$ cat config.mk
export PLATFORM = sky130hd
export DESIGN_NAME = clkcfg_ovr_top
export DESIGN_NICKNAME = d
export VERILOG_FILES = /design/src/rtl/clkcfg_pkg.sv /design/src/rtl/clkcfg_regfile.sv /design/src/rtl/clkcfg_select.sv /design/src/rtl/clkcfg_divider.sv /design/src/rtl/clkcfg_ovr_top.sv
export SDC_FILE = /design/constraint.sdc
export NUM_CORES = 1
export LEC_CHECK = 0
export ABC_CLOCK_PERIOD_IN_PS = 1910
export BUFFER_PORTS_ARGS = -buffer_cell sky130_fd_sc_hd__buf_2
export CAP_MARGIN = 20
export CORE_UTILIZATION = 39
export CTS_BUF_LIST = sky130_fd_sc_hd__clkbuf_4 sky130_fd_sc_hd__clkbuf_8 sky130_fd_sc_hd__clkbuf_16
export DETAILED_ROUTE_END_ITERATION = 10
export GPL_TIMING_DRIVEN = 0
export PLACE_DENSITY_LB_ADDON = 0.25
export SYNTH_ARGS = -nofsm -noshare
export SYNTH_HDL_FRONTEND = slang
export SYNTH_SLANG_ARGS = --single-unit
$ cat constraint.sdc
create_clock -name clk -period 1.91 [get_ports clk]
set_input_delay 0.191 -clock clk [delete_from_list [all_inputs] [get_ports clk]]
set_output_delay 0.191 -clock clk [all_outputs]
set_load 0.02 [all_outputs]
$ cat src/rtl/clkcfg_pkg.sv
package clkcfg_pkg;

    localparam int REG_W      = 32;
    localparam int LEG_DIV_W  = 4;
    localparam int DIV_W      = LEG_DIV_W + 2;
    localparam int OSC_W      = 3;

    localparam int OVR_BIT    = 31;
    localparam int DIV_LSB    = 23;
    localparam int DIV_MSB    = DIV_LSB + DIV_W - 1;
    localparam int PD_BIT     = 13;
    localparam int BYP_BIT    = 11;
    localparam int OSC_LSB    = 4;
    localparam int OSC_MSB    = OSC_LSB + OSC_W - 1;

    localparam logic [REG_W-1:0] RESET_WORD = 32'h0780_2810;

    typedef struct packed {
        logic [DIV_W-1:0] div;
        logic             pwrdn;
        logic             bypass;
        logic [OSC_W-1:0] oscsel;
    } clk_cfg_t;

    function automatic logic [REG_W-1:0] field_mask();
        logic [REG_W-1:0] m;
        m = '0;
        m[OVR_BIT] = 1'b1;
        m[DIV_MSB:DIV_LSB] = '1;
        m[PD_BIT] = 1'b1;
        m[BYP_BIT] = 1'b1;
        m[OSC_MSB:OSC_LSB] = '1;
        return m;
    endfunction

    function automatic clk_cfg_t decode_word(input logic [REG_W-1:0] w);
        clk_cfg_t c;
        c.div    = w[DIV_MSB:DIV_LSB];
        c.pwrdn  = w[PD_BIT];
        c.bypass = w[BYP_BIT];
        c.oscsel = w[OSC_MSB:OSC_LSB];
        return c;
    endfunction

    function automatic clk_cfg_t widen_legacy(
        input logic [LEG_DIV_W-1:0] d,
        input logic                 byp,
        input logic                 pd,
        input logic [OSC_W-1:0]     osc
    );
        clk_cfg_t c;
        c.div    = {{(DIV_W-LEG_DIV_W){1'b0}}, d};
        c.pwrdn  = pd;
        c.bypass = byp;
        c.oscsel = osc;
        return c;
    endfunction

endpackage

$ cat src/rtl/clkcfg_regfile.sv
module clkcfg_regfile
    import clkcfg_pkg::*;
(
    input  logic             clk,
    input  logic             rst,
    input  logic             wr_en,
    input  logic [REG_W-1:0] wr_data,
    output logic [REG_W-1:0] word_q
);
    localparam logic [REG_W-1:0] MASK = field_mask();

    logic [REG_W-1:0] store_q;

    // One flop per writable bit; reserved positions are constant zero.
    for (genvar b = 0; b < REG_W; b++) begin : g_bit
        if (MASK[b]) begin : g_rw
            always_ff @(posedge clk) begin
                if (rst)
                    store_q[b] <= RESET_WORD[b];
                else if (wr_en)
                    store_q[b] <= wr_data[b];
            end
        end else begin : g_ro
            assign store_q[b] = 1'b0;
        end
    end

    assign word_q = store_q;
endmodule

$ cat src/rtl/clkcfg_select.sv
module clkcfg_select
    import clkcfg_pkg::*;
(
    input  logic [REG_W-1:0]     word_q,
    input  logic [LEG_DIV_W-1:0] leg_div,
    input  logic                 leg_bypass,
    input  logic                 leg_pwrdn,
    input  logic [OSC_W-1:0]     leg_oscsel,
    output clk_cfg_t             eff_cfg,
    output logic                 use_osc
);
    clk_cfg_t ext_cfg;
    clk_cfg_t leg_cfg;

    always_comb begin
        ext_cfg = decode_word(word_q);
        leg_cfg = widen_legacy(leg_div, leg_bypass, leg_pwrdn, leg_oscsel);
        eff_cfg = word_q[OVR_BIT] ? ext_cfg : leg_cfg;
        use_osc = eff_cfg.bypass | eff_cfg.pwrdn;
    end
endmodule

$ cat src/rtl/clkcfg_divider.sv
module clkcfg_divider
    import clkcfg_pkg::*;
(
    input  logic             clk,
    input  logic             rst,
    input  logic             pll_tick,
    input  logic             osc_tick,
    input  logic             use_osc,
    input  logic [DIV_W-1:0] div_in,
    output logic             sys_en
);
    logic             src_tick;
    logic             half_q;
    logic [DIV_W-1:0] cnt_q;
    logic [DIV_W-1:0] div_act_q;
    logic             en_q;

    assign src_tick = use_osc ? osc_tick : pll_tick;

    always_ff @(posedge clk) begin
        if (rst) begin
            half_q    <= 1'b0;
            cnt_q     <= '0;
            div_act_q <= div_in;
            en_q      <= 1'b0;
        end else begin
            en_q <= 1'b0;
            if (src_tick) begin
                half_q <= ~half_q;
                if (half_q) begin
                    if (cnt_q == div_act_q) begin
                        cnt_q     <= '0;
                        div_act_q <= div_in;
                        en_q      <= 1'b1;
                    end else begin
                        cnt_q <= cnt_q + 1'b1;
                    end
                end
            end
        end
    end

    assign sys_en = en_q;
endmodule

$ cat src/rtl/clkcfg_ovr_top.sv
module clkcfg_ovr_top
    import clkcfg_pkg::*;
(
    input  logic        clk,
    input  logic        rst,
    input  logic        wr_en,
    input  logic [31:0] wr_data,
    output logic [31:0] rd_data,
    input  logic [3:0]  leg_div,
    input  logic        leg_bypass,
    input  logic        leg_pwrdn,
    input  logic [2:0]  leg_oscsel,
    input  logic        pll_tick,
    input  logic        osc_tick,
    output logic [2:0]  eff_oscsel,
    output logic        eff_bypass,
    output logic        eff_pwrdn,
    output logic        sys_en
);
    logic [REG_W-1:0] word_q;
    clk_cfg_t         eff_cfg;
    logic             use_osc;

    clkcfg_regfile u_reg (
        .clk     (clk),
        .rst     (rst),
        .wr_en   (wr_en),
        .wr_data (wr_data),
        .word_q  (word_q)
    );

    clkcfg_select u_sel (
        .word_q     (word_q),
        .leg_div    (leg_div),
        .leg_bypass (leg_bypass),
        .leg_pwrdn  (leg_pwrdn),
        .leg_oscsel (leg_oscsel),
        .eff_cfg    (eff_cfg),
        .use_osc    (use_osc)
    );

    clkcfg_divider u_div (
        .clk      (clk),
        .rst      (rst),
        .pll_tick (pll_tick),
        .osc_tick (osc_tick),
        .use_osc  (use_osc),
        .div_in   (eff_cfg.div),
        .sys_en   (sys_en)
    );

    assign rd_data    = word_q;
    assign eff_oscsel = eff_cfg.oscsel;
    assign eff_bypass = eff_cfg.bypass;
    assign eff_pwrdn  = eff_cfg.pwrdn;
endmodule

# --- Word-level counts from Yosys, hierarchy flattened ---
# Cells that the tools add are included.
op_classes:
  n_eq_ne: 1
  n_addsub: 1
  n_mux: 8
  n_reduce_logical: 6
  bitwise: 3
ops:
  columns: ["cell", "n"]
  rows:
  - ["$mux W6", 5]
  - ["$mux W11", 1]
  - ["$add A6 B1 Y6 const B", 1]
  - ["$eq A6 B6 Y1", 1]
  - ["$reduce_bool A2 Y1", 3]
  - ["$reduce_and A3 Y1", 1]
  - ["$reduce_or A3 Y1", 1]
  - ["$mux W1", 2]
  - ["$not A1 Y1", 2]
  - ["$reduce_and A2 Y1", 1]
  - ["$or A1 B1 Y1", 1]
word_totals:
  wordCells: 35
  ff_bits: 26
  output_inout_bits: 38
  inputBits: 46

# --- Logic depth before layout (Yosys ltp) ---
# Gate-level depths: netlist of the first run.
logic_depth:
  depth_word: 5
  depth_mapped: 6
  mapped_depth_nobuf: 5

# --- Hierarchy ---
# A second synthesis of the first run with hierarchy kept.
unflattened:
  cells_unflattened: 127
  area_unflattened_um2: 1383.8
by_module_without_submodules:
  columns: ["mod", "area_per_inst_um2", "cells_per_inst", "instances", "seq_area_each_um2"]
  rows:
  - ["clkcfg_divider", 620.6, 52, 1, 340.3]
  - ["clkcfg_regfile", 599.3, 60, 1, 240.2]
  - ["clkcfg_select", 163.9, 15, 1, 0.0]

# --- Worst setup path after synthesis of the first run ---
# OpenSTA, ideal clock, no wires.
synth_timing:
  kind: "flip-flop to flip-flop"
  from: "register u_div.div_act_q[4]"
  to: "register u_div.div_act_q[0] (enable)"
  stages_incl_launch_ff: 5
  path_buffers: 0
  period_less_slack_ns: 1.899
  setup_ns: 0.377
  path_slack_ns: 0.011
  arrival_ns: 1.522
  required_ns: 1.533
  path_cell_list: "edfxtp_1 xor2_1 nor4_2 nand3_2 o21ai_0"
synth_between:
  elab_chain_len: 3
synth_lines:
  columns: ["element", "line", "rtl"]
  rows:
  - ["start: declaration", "clkcfg_divider.sv:15", "logic [DIV_W-1:0] div_act_q;"]
  - ["start signal: assignment", "clkcfg_divider.sv:24", "div_act_q <= div_in;"]
  - ["start signal: assignment", "clkcfg_divider.sv:33", "div_act_q <= div_in;"]
  - ["$eq A6 B6 Y1", "clkcfg_divider.sv:31", "if (cnt_q == div_act_q) begin"]
  - ["$reduce_bool A2 Y1 (no line)", null, null]
  - ["$reduce_and A3 Y1 (no line)", null, null]
# No other way between the ends.
# A chain may end at the register's enable or synchronous reset.

==> flow_metrics.py, run 1 <==
metrics = {
    "drt": {
        "dr_total_vias": 1140,
        "wl_microns": 2630,
        "ant_nets": 0,
        "drt_iter0_drc": 14,
        "first_pass_iters": 5,
        "wl_per_cell_microns": 10.5,
        "via_per_inst": 4.56,
        "drcViolationCount": 0,
    },
    "final_layout": {
        "finalInstanceArea_sq_um": 1770,
        "drive_above_1_share": 0.436,
        "n_antenna_cell": 0,
        "final_common_cell": "buf_2",
        "mostFrequentLayoutCells": "44 x buf_2, 24 x buf_4, 20 x conb_1, 19 x dfxtp_1",
        "fin_nets": 252,
        "area_growth_pct": 27.2,
        "nFillCells": 319,
    },
    "global_routing": {
        "antenna_found_initial": 0,
        "grtUsageTotal": 0.149,
        "grt_pass1_wl_microns": 4240,
        "grt_overflow_total": 0,
        "grt_max_degree": 15,
        "grt_pass1_vias": 1028,
    },
    "sta": {
        "worstMarginPinSlew_ns": 0.509,
        "finalHoldViolCount": 0,
        "slew-limit-headroom": 0.660,
        "skew_ns": 0.00820,
        "clock.fmax_mhz": 569,
        "setup_viol": 0,
        "final.setup.tns_ns": 0,
        "fin_crit_sh": 0.921,
        "finalCriticalPeriod_ns": 1.76,
        "slew_viol_final": 0,
        "rsz0062_at_grt": "no",
    },
    "pwr": {
        "p_int_w": 0.000785,
        "power_density_nw_per_um2": 625,
        "p_comb_frac": 0.235,
        "netSwitchingFraction": 0.290,
        "ir_drop_v": 0.000387,
        "clkPwrFrac": 0.209,
        "leakagePower_nw": 0.846,
        "switching_power_w": 0.000321,
        "power_frac_seq": 0.555,
    },
    "die": {
        "die_w_microns": 61.7,
        "start_util": 0.410,
        "io-pin-count": 84,
        "num_rows": 21,
        "core_area_sq_um": 3390,
        "die_y_microns": 61.7,
        "dieArea_sq_um": 3810,
    },
    "synth": {
        "synth_top_area_frac": 0.288,
        "yosysTopAreaCell": "dfxtp_1",
        "synth_cell_types": 34,
        "synth_area_leaders": "dfxtp_1 29%, buf_4 13%, edfxtp_1 13%",
        "ys_warn_count": 0,
        "yosysSeqAreaShare": 0.417,
        "ys_ff_latch": 26,
        "syn_avg_cell_area_sq_um": 10.1,
        "synth_area_sq_um": 1390,
        "synth_cells": 138,
    },
    "cts": {
        "cts_setup_buffers": 0,
        "numCtsBuffers": 3,
        "clockBufferDepth": 2,
        "clock-root-buffer": "clkbuf_4",
        "h-tree-depth": 1,
        "clk_pin_slew_ns": 0.14,
        "clk_latency_ns": 0.31,
        "cts_tree": "yes",
        "cts.sinks": 26,
        "postCtsHoldBufs": 0,
    },
    "min_path": {
        "hp-class": "primary input to flip-flop",
    },
    "placement": {
        "port_buffers": 43,
        "place_hpwl_microns": 2090,
        "post_dp_cell_area_sq_um": 1740,
        "gp_congestion": 0.771,
    },
    "critical_path": {
        "cp-start-kind": "flip-flop",
        "crit_fanout": 10,
        "crit_arrival_ns": 1.57,
        "critPathCaptureType": "output port",
        "path_class": "flip-flop to output port",
        "critPathRequiredTime_ns": 1.72,
    },
    "flow_run": {
        "drv_cap": 0,
    },
    "run_status": {
        "outcome": "completed",
    },
}
synth_stat cells (all sizes together):
master   n
or3      3
clkinv   1
inv      3
ha       1
xor2     4
and3     2
nand3    6
nand4    3
o31ai    1
o21ai    3
dfxtp   20
a21oi    2
nand2   13
clkbuf   2
and2     2
a32oi    1
o221ai   3
nor4     1
or2      1
mux2i   12
xnor2    2
mux2     9
buf     26
o41ai    1
conb     1
nor3     2
nor2     5
edfxtp   6
o311ai   2
flip-flops by register name, summed over array words and instances (netlist names):
| signal | cells |
|---|---|
| u_div.cnt_q | 6 |
| u_div.div_act_q | 6 |
| u_div.half_q | 1 |
| u_div.sys_en | 1 |
| u_reg.word_q | 12 |
power groups by stage:
| stage | registers [W] | clock network [W] | logic (W) |
|---|---|---|---|
| 4_1_cts | 0.000614 | 0.000242 | 0.000261 |
| 2_1_floorplan | 0.000641 | 0 | 0.000174 |
| 6_report | 0.000614 | 0.000232 | 0.000261 |
| 3_3_place_gp | 0.000625 | 0 | 0.000255 |
| 5_1_grt | 0.000619 | 0.000262 | 0.000285 |
| 3_5_place_dp | 0.000626 | 0 | 0.000258 |
what timing repair did:
action / 4_1_cts / 5_1_grt
setup endpoints to repair: 9 / 1
endpoints found under the hold margin: 0 / 0
gates resized for setup: 4 / 1
pin swaps: 0 / 0
per-layer routing:
| layer | global-route usage | up-vias | wire (microns) |
|---|---|---|---|
| met5 | 0 | - | 0 |
| met4 | 0.0381 | 0 | 19 |
| met3 | 0.0248 | 2 | 150 |
| met2 | 0.281 | 44 | 1320 |
| met1 | 0.175 | 519 | 1140 |
| li1 | - | 575 | - |
cell type report:
cell class / instances / area [sq um] / share of cell area
buffer: 28 / 200 / 0.113
clock buffer: 3 / 22.5 / 0.0127
tap: 46 / 57.6 / 0.0325
multi-input combinational: 99 / 674 / 0.381
sequential: 26 / 582 / 0.329
inverter: 4 / 15.0 / 0.00848
clock inverter: 1 / 3.75 / 0.00212
timing repair buffer: 43 / 215 / 0.122
metrics by stage:
stage           util  hold WS (ns)  instances  total power, W  setup WS (ns)
6_report       0.522        0.0796        250         0.00111          0.152
4_1_cts        0.522        0.0755        250         0.00112         0.0277
2_1_floorplan      -         0.320        157        0.000815         0.0105
3_3_place_gp   0.512         0.409        246        0.000880         -0.226
3_5_place_dp   0.512         0.411        246        0.000885         -0.266
5_1_grt        0.522        0.0728        250         0.00117         0.0325
critical path, stage by stage, from the launching register on:
cell	delay [ns]
dfxtp_2	0.41
clkbuf_4	0.23
mux2_2	0.34
buf_4	0.12
buf_2	0.14
cells by family (layout without fill, tap and decap cells):
kind of cell / count (synthesis) / count (layout) / share of synthesized area
AND/OR/NAND/NOR: 38 / 38 / 0.146
buffers and inverters: 32 / 79 / 0.152
flip-flops: 26 / 26 / 0.417
multiplexers: 21 / 21 / 0.159
AO/OA/AOI/OAI: 13 / 13 / 0.0764
XOR/XNOR: 6 / 6 / 0.0378
adder cells (fa/ha/maj): 1 / 1 / 0.00899
other: 1 / 20 / 0.00270
worst paths after layout:
check,startpoint,end,slack [ns],depth (start not counted)
worst max-delay path,u_reg.word_q[31],eff_oscsel[2],0.15,4
worst min-delay path,wr_data[24],u_reg.word_q[24],0.08,3
worst max register to register,u_div.div_act_q[4],u_div.div_act_q[4],0.16,4
worst min register to register,u_reg.word_q[23],u_reg.word_q[23],0.51,2
No activity file was read; power rests on OpenSTA's default activity.
==> inputs of run 2 (changes only) <==
--- a/config.mk
+++ b/config.mk
@@ -9,4 +9,5 @@
 export BUFFER_PORTS_ARGS = -buffer_cell sky130_fd_sc_hd__buf_2
 export CAP_MARGIN = 20
+export CORE_ASPECT_RATIO = 1.75
 export CORE_UTILIZATION = 39
 export CTS_BUF_LIST = sky130_fd_sc_hd__clkbuf_4 sky130_fd_sc_hd__clkbuf_8 sky130_fd_sc_hd__clkbuf_16
==> constraint.sdc (replaced) <==
create_clock -name clk -period 1.91 [get_ports clk]
set_input_delay 0.191 -clock clk [delete_from_list [all_inputs] [get_ports clk]]
set_output_delay 0.191 -clock clk [all_outputs]
set_load 0.005 [all_outputs]
==> run 2 against run 1 <==
Net effect: critical endpoint unchanged; critical path type unchanged; clock-buffer cell count rose by 1; via count grew 2.4%; non-clock buffer count did not move; setup slack lost 0.049 ns; global-route usage increased by 0.53 points; clock power increased by 48%; power is 5.3% higher; largest power group unchanged; clock skew about the same; fmax fell by 2.7%; sequential share of layout area is 0.51 points lower; critical path depth unchanged; routed wire length increased by 3.3%.
==> flow_metrics.py, run 2 (same netlist as run 1, synthesis figures left out) <==
metrics = {
    "pwr": {
        "clkPwrFrac": 0.294,
        "switching_power_w": 0.000276,
        "p_int_w": 0.000889,
        "ir_drop_v": 0.000512,
        "totalPowerFinal_w": 0.00117,
        "power_frac_seq": 0.527,
        "netSwitchingFraction": 0.237,
        "p_comb_frac": 0.179,
        "leakagePower_nw": 0.859,
        "power_density_nw_per_um2": 650,
    },
    "final_layout": {
        "largest_register_ffs": 12,
        "final_common_cell": "buf_2",
        "finalInstanceArea_sq_um": 1790,
        "nFillCells": 318,
        "mostFrequentLayoutCells": "44 x buf_2, 24 x buf_4, 20 x conb_1, 20 x dfxtp_1",
        "area_growth_pct": 29.0,
        "n_antenna_cell": 0,
        "drive_above_1_share": 0.436,
        "final_cells": 249,
        "fin_nets": 252,
    },
    "cts": {
        "clk_pin_slew_ns": 0.09,
        "postCtsHoldBufs": 0,
        "clock-root-buffer": "clkbuf_8",
        "h-tree-depth": 1,
        "numCtsBuffers": 3,
        "cts_tree": "yes",
        "cts_setup_buffers": 0,
        "clk_latency_ns": 0.27,
        "clockBufferDepth": 2,
        "cts.sinks": 26,
    },
    "drt": {
        "wl_microns": 2720,
        "via_per_inst": 4.69,
        "dr.max_layer_used": "met4",
        "drt_iter0_drc": 18,
        "drcViolationCount": 0,
        "route.met2.wl_microns": 1560,
        "wl_met1_microns": 985,
        "ant_nets": 0,
        "wl_met3_microns": 148,
        "first_pass_iters": 4,
        "wl_per_cell_microns": 10.9,
        "dr_total_vias": 1167,
    },
    "sta": {
        "fin_crit_sh": 0.946,
        "final.setup.tns_ns": 0,
        "finalCriticalPeriod_ns": 1.81,
        "finalHoldViolCount": 0,
        "clock.fmax_mhz": 553,
        "skew_ns": 0.00857,
        "slew-limit-headroom": 0.663,
        "slew_viol_final": 0,
        "rsz0062_at_grt": "no",
        "worstMarginPinSlew_ns": 0.506,
        "setup_viol": 0,
    },
    "critical_path": {
        "path_class": "flip-flop to output port",
        "crit_fanout": 10,
        "path_cells": "clkbuf_2 -> mux2_2 -> buf_4 -> buf_2",
        "critical_path.max_stage_delay_ns": 0.45,
        "critPathCaptureType": "output port",
        "cp_slowest_cell": "dfxtp_1",
        "crit_arrival_ns": 1.62,
        "critPathRequiredTime_ns": 1.72,
        "cp-start-kind": "flip-flop",
        "regToRegSetupSlack_ns": 0.14,
    },
    "global_routing": {
        "antenna_found_initial": 0,
        "grt_pass1_vias": 1096,
        "grt_pass1_wl_microns": 4440,
        "grt_max_degree": 15,
        "grt_overflow_total": 0,
        "grtUsageTotal": 0.155,
    },
    "run_status": {
        "outcome": "completed",
    },
    "die": {
        "core_area_sq_um": 3400,
        "io-pin-count": 84,
        "die_w_microns": 47.2,
        "dieArea_sq_um": 3820,
        "num_rows": 28,
        "start_util": 0.409,
        "die_y_microns": 81.0,
    },
    "flow_run": {
        "drv_cap": 0,
    },
    "placement": {
        "post_dp_cell_area_sq_um": 1730,
        "gp_congestion": 0.674,
        "place_inst": 245,
        "place_hpwl_microns": 2270,
        "port_buffers": 43,
    },
    "min_path": {
        "hp-class": "primary input to flip-flop",
    },
}
==> run 2: per-stage QoR <==
stage                     hold slack [ns]  setup WS, ns  utilization
final                               0.139         0.103        0.528
after global routing                0.147       0.00724        0.528
after CTS                           0.139         0.104        0.528
after detailed placement            0.417        -0.219        0.510
after global placement              0.405        -0.204        0.510
after floorplan                     0.320        0.0105            -
==> run 2: layout make-up <==
cell class,instances,area (sq um),share of cell area
Tap cell,45,56.3,0.0314
Clock buffer,4,55.1,0.0307
Inverter,4,15.0,0.00837
Multi-Input combinational cell,99,674,0.376
Buffer,28,198,0.110
Timing Repair Buffer,43,215,0.120
Sequential cell,26,581,0.324
==> run 2: worst max-delay path, delay by kind of cell, from the launching register on <==
kind | cells | cell delay, ns
buf+inv | 3 | 0.53
flops | 1 | 0.45
mux | 1 | 0.36
==> run 2: power groups by stage <==
stage / logic (W) / registers [W] / clock network (W)
after CTS: 0.000208 / 0.000615 / 0.000349
after global placement: 0.000201 / 0.000626 / 0
after floorplan: 0.000137 / 0.000624 / 0
after global routing: 0.000232 / 0.000619 / 0.000373
final: 0.000208 / 0.000614 / 0.000343
after detailed placement: 0.000206 / 0.000627 / 0
==> run 2: metal layers <==
layer | vias to the layer above | track usage
li1 | 575 | -
met1 | 533 | 0.142
met2 | 55 | 0.313
met3 | 4 | 0.0267
met4 | 0 | 0.0457
met5 | - | 0
==> run 2: path summary, 6_finish.rpt <==
check                    from                 end  cells past startpoint
max          u_reg.word_q[31]       eff_oscsel[2]                      4
max reg2reg  u_reg.word_q[11]  u_div.div_act_q[5]                      3
min reg2reg  u_reg.word_q[25]    u_reg.word_q[25]                      2
min               wr_data[11]    u_reg.word_q[11]                      3
==> run 2: timing repair <==
| action | 4_1_cts | 5_1_grt |
|---|---|---|
| endpoints found under the setup margin | 7 | 0 |
| hold endpoints to repair | 0 | 0 |
| resized for setup | 3 | 0 |
